===== config.mk =====
export PLATFORM = sky130hd
export DESIGN_NAME = frame_lock_ctrl
export DESIGN_NICKNAME = d
export VERILOG_FILES = /design/src/rtl/frame_lock_pkg.sv /design/src/rtl/flag_alt_chk.sv /design/src/rtl/err_run_cnt.sv /design/src/rtl/sat_cnt.sv /design/src/rtl/frame_lock_ctrl.sv
export SDC_FILE = /design/constraint.sdc
export NUM_CORES = 1
export LEC_CHECK = 0
export ABC_AREA = 1
export BUFFER_PORTS_ARGS = -buffer_cell sky130_fd_sc_hd__buf_2
export CAP_MARGIN = 20
export CORE_MARGIN = 8
export CORE_UTILIZATION = 52
export CTS_CLUSTER_DIAMETER = 60
export CTS_CLUSTER_SIZE = 24
export DETAILED_ROUTE_END_ITERATION = 10
export MAX_ROUTING_LAYER = met4
export PLACE_DENSITY = 0.82
export SETUP_SLACK_MARGIN = 0.1
export SYNTH_ARGS = -nofsm -noshare
export SYNTH_HDL_FRONTEND = slang
export SYNTH_SLANG_ARGS = --single-unit

===== constraint.sdc =====
create_clock -name clk -period 1.58 [get_ports clk]
set_input_delay 0.316 -clock clk [delete_from_list [all_inputs] [get_ports clk]]
set_output_delay 0.316 -clock clk [all_outputs]
set_load 0.05 [all_outputs]

===== src/rtl/frame_lock_pkg.sv =====
package frame_lock_pkg;
  typedef enum logic {
    ST_ACQ   = 1'b0,
    ST_TRACK = 1'b1
  } lock_state_e;
endpackage


===== src/rtl/flag_alt_chk.sv =====
// Records the flag of each frame and reports when the current one fails to toggle.
module flag_alt_chk (
  input  logic clk,
  input  logic rst,
  input  logic clr,
  input  logic stb,
  input  logic flag_i,
  output logic break_o
);
  logic seeded_q;
  logic last_q;

  always_ff @(posedge clk) begin
    if (rst || clr) begin
      seeded_q <= 1'b0;
      last_q   <= 1'b0;
    end else if (stb) begin
      seeded_q <= 1'b1;
      last_q   <= flag_i;
    end
  end

  assign break_o = seeded_q & (flag_i == last_q);
endmodule


===== src/rtl/err_run_cnt.sv =====
// Counts consecutive bad frames; hit_o marks the frame that reaches the limit.
module err_run_cnt #(
  parameter int LIMIT = 2
) (
  input  logic clk,
  input  logic rst,
  input  logic clr,
  input  logic stb,
  input  logic bad,
  output logic hit_o
);
  localparam int RW = $clog2(LIMIT + 1);

  logic [RW-1:0] run_q;

  assign hit_o = stb & bad & (run_q == RW'(LIMIT - 1));

  always_ff @(posedge clk) begin
    if (rst || clr) begin
      run_q <= '0;
    end else if (stb) begin
      if (!bad || hit_o) run_q <= '0;
      else               run_q <= run_q + 1'b1;
    end
  end
endmodule


===== src/rtl/sat_cnt.sv =====
module sat_cnt #(
  parameter int W = 8
) (
  input  logic         clk,
  input  logic         rst,
  input  logic         inc,
  output logic [W-1:0] q
);
  localparam logic [W-1:0] MAXV = {W{1'b1}};

  always_ff @(posedge clk) begin
    if (rst)                    q <= '0;
    else if (inc && q != MAXV)  q <= q + 1'b1;
  end
endmodule


===== src/rtl/frame_lock_ctrl.sv =====
module frame_lock_ctrl #(
  parameter int ERR_LIMIT = 2,
  parameter int CNT_W     = 8
) (
  input  logic             clk,
  input  logic             rst,
  input  logic             freq_locked_i,
  input  logic             frame_stb_i,
  input  logic             frame_err_i,
  input  logic             flag_bit_i,
  input  logic             flag_chk_en_i,
  input  logic             sig_loss_i,
  output logic             lock_o,
  output logic             phase_mode_o,
  output logic             src_data_o,
  output logic [CNT_W-1:0] reacq_cnt_o
);
  import frame_lock_pkg::*;

  lock_state_e state_q;
  logic        tracking;
  logic        trk_stb;
  logic        flag_break;
  logic        frame_bad;
  logic        run_hit;
  logic        enter_trk;
  logic        leave_trk;

  assign tracking  = (state_q == ST_TRACK);
  assign trk_stb   = tracking & frame_stb_i & ~sig_loss_i;
  assign frame_bad = frame_err_i | (flag_chk_en_i & flag_break);
  assign enter_trk = ~tracking & freq_locked_i & ~sig_loss_i;
  assign leave_trk = tracking & (sig_loss_i | run_hit);

  flag_alt_chk u_flag (
    .clk     (clk),
    .rst     (rst),
    .clr     (~tracking),
    .stb     (trk_stb),
    .flag_i  (flag_bit_i),
    .break_o (flag_break)
  );

  err_run_cnt #(.LIMIT(ERR_LIMIT)) u_run (
    .clk   (clk),
    .rst   (rst),
    .clr   (~tracking),
    .stb   (trk_stb),
    .bad   (frame_bad),
    .hit_o (run_hit)
  );

  sat_cnt #(.W(CNT_W)) u_reacq (
    .clk (clk),
    .rst (rst),
    .inc (leave_trk),
    .q   (reacq_cnt_o)
  );

  always_ff @(posedge clk) begin
    if (rst) begin
      state_q      <= ST_ACQ;
      lock_o       <= 1'b0;
      phase_mode_o <= 1'b0;
      src_data_o   <= 1'b0;
    end else if (enter_trk) begin
      state_q      <= ST_TRACK;
      lock_o       <= 1'b1;
      phase_mode_o <= 1'b1;
      src_data_o   <= 1'b1;
    end else if (leave_trk) begin
      state_q      <= ST_ACQ;
      lock_o       <= 1'b0;
      phase_mode_o <= 1'b0;
      src_data_o   <= 1'b0;
    end
  end
endmodule


==> metrics.md <==
| Metric | Value |
|---|---|
| Routability congestion estimate | slightly above 0.9 |
| CTS tree | built |
| Worst-skew pair later-pin latency | approximately 0.28 ns |
| Number of distinct library cells after synthesis | 23 |
| Post-synth top area share | ~31% |
| Minimum clock period | around 1.5 ns |
| Commonest cells post-synth | inv_1, nand2_1, nor2_1 |
| Area leader, netlist | dfxtp_1 |
| Setup crit start | state_q |
| Core footprint | roughly 0.0015 mm^2 |
| Skew final | approximately 0.0032 ns |
| Worst Path Max Fanout | 19 |
| Fin. Hold Viols | 0 |
| Final core occ | 63.7% |
| Vias/cell | between 4 and 5 |
| Pleak | roughly 0.51 nW |
| Total nets after synthesis | 144 |
| Clock H-tree levels | 1 |
| Fill count | between 100 and 150 |
| Tightest Pin Transition | 0.290 ns |
| Post-Syn Area | about 850 um^2 |
| Area of the multi-input gates | ~420 um^2 |
| Main synth FF type | dfxtp_1 |
| Via count | about 840 |
| TritonRoute pass-1 iters | 4 |
| Max-cap check violation count | 0 |
| Starting Density | 55.7% |
| Final slew viol count | 0 |
| DRC | 0 |
| Starting DRC count in detailed routing | 34 |
| FF-to-FF Start | u_reacq.q[0] |
| Peak VDD IR | about 0.48 mV |
| Clock Root Buffer | clkbuf_4 |
| Layout Cells excl Fill | roughly 170 |
| Synth top area cells | dfxtp_1, inv_1, nand2_1, nor2_1, nand4_1 |
| Detailed placer's ending HPWL | 1380 um |
| Setup crit end kind | primary output |
| Seq/Total Area, Yosys | a little over 30% |
| Synth Register Bits | 13 |
| Critical path class | reg -> out |
| Worst min-delay path class | in -> reg |
| Cells after synthesis | approximately 130 |
| Routed length per instance | 10.7 um |
| Placed Cells | ~160 |
| Die ar. | 0.00318 mm^2 |
| Power Total | approximately 0.00068 W |
| Ant diodes | 0 |
| Highest clock rate | just under 700 MHz |
| Relative slew slack | between 80% and 90% |
| R2r endpoint | u_reacq.q[6] |
| First-pass GRT wire length | 3150 um |
| Register Area | approximately 270 um^2 |
| Die H | between 50 and 60 um |
| Largest net degree at the start of global routing | 20 |
| GR Overflow Total | 0 |
| Critical Path RT | 1.26 ns |
| Worst Setup Start Kind | flop |
| Nets | ~160 |
| CTS clk-pin slew, worst paths | around 0.080 ns |
| Vias in the first global route | about 750 |
| RSZ-0062 raised after global routing | yes |
| Hold Path Cell Cnt | 2 |
| P per Cell Area | approximately 700 mW/mm^2 |
| Synth warnings | 0 |
| Synth async-reset ratio | 0% |
| R2r worst-path depth | 8 |
| Critical Path AT | 1.14 ns |
| Finish-stage setup viols | 0 |
| CTS sink count | 13 |
| Final period utilization | between 90% and 100% |
| Initial antenna violation count | 0 |
| Detail Route Antenna Nets | 0 |
| Total GRT Usage | around an eighth |
| Syn_area_per_cell | between 6 and 7 um^2 |
| Most common cell in the netlist | inv_1 |
| DRT Wirelength | around 1800 um |
| Number of flops mapped to enable cells by yosys | 0 |
| Deepest clock path buffer count | 2 |
| End point of the critical path | phase_mode_o |
| Final TNS setup | 0 ns |
| Run status | finished, final reports clean |
| Share of cells above drive strength 1 | around a quarter |
| Die W | ~56 um |
| # hold bufs at CTS | 0 |
| Num CTS Buffers | 3 |
| Internal reg-to-reg setup slack | 0.20 ns |
| # port buffers | 18 |
| Area delta synth->final | 14.3% |
| I/O pin count | 19 |
| Std-Cell Rows | 14 |
[cell families (layout without fill, tap and decap cells)]
kind of cell,after synthesis,in the layout,synth area share (%)
DFF,13,13,30.6
AOI/OAI and AO/OA,6,6,3.83
buffers and inverters,39,57,20.3
xor gates and xnor gates,2,2,2.06
adders and majority gates,2,2,2.95
and+or+nand+nor,72,72,40.2
[how the worst min path moves through the flow]
stage                    from  slack, ns        endpoint
2_1_floorplan             rst       0.39         state_q
3_3_place_gp   u_run.run_q[1]       0.45  u_run.run_q[1]
3_5_place_dp   u_run.run_q[1]       0.45  u_run.run_q[1]
4_1_cts                   rst       0.21         state_q
5_1_grt                   rst       0.21         state_q
6_report                  rst       0.21         state_q
[layer usage]
metal	part of all wire, %	GRT usage [%]
met4	1.7	6.19
met1	47	13.4
met2	46	19.0
met3	5.5	3.37
met5	0	-
[worst max-delay path: stages (launching register included)]
cell and delay, ns:
dfxtp_2 0.36, buf_4 0.23, clkbuf_4 0.27
[report_power, final]
group	total [W]	leakage (nW)	switching, W	internal (W)
clock network	0.000212	0.0150	0.000114	0.0000981
registers	0.000343	0.108	0.00000864	0.000334
logic	0.000125	0.385	0.0000880	0.0000371
[registers in the layout (all words and copies together), names as in the netlist]
signal / cells
u_reacq.q: 8
u_run.run_q: 2
state_q: 1
u_flag.last_q: 1
u_flag.seeded_q: 1
[area by class of cell]
class / count / area share (%)
multi-input cells: 82 / 43.4
flip-flops and latches: 13 / 27.8
inverters: 34 / 13.1
repair buffers: 19 / 10.8
clock buffers: 4 / 2.71
well taps: 16 / 2.06
[metrics by stage]
| stage | setup slack (ns) | area (um^2) | hold WS [ns] |
|---|---|---|---|
| after floorplan | 0.107 | 860 | 0.387 |
| after CTS | 0.0972 | 961 | 0.212 |
| final | 0.127 | 971 | 0.213 |
| after global placement | 0.236 | 932 | 0.453 |
| after global routing | 0.0655 | 971 | 0.213 |
| after detailed placement | 0.200 | 932 | 0.453 |
[cell usage in the layout, fill, tap and decap left out, drive strengths merged]
master  instances
inv            34
nand2          34
nor2           21
buf            17
dfxtp          13
nand4           8
nand3           8
clkbuf          6
a21oi           3
o21ai           2
ha              2
nor3            1
xor2            1
xnor2           1
a211oi          1
[repair_timing]
item,4_1_cts,5_1_grt
buffers inserted,0,0
resized for setup,1,3
setup endpoints to repair,3,6
pin swaps,0,1
Note: power is estimated with default switching activity, not from simulation.
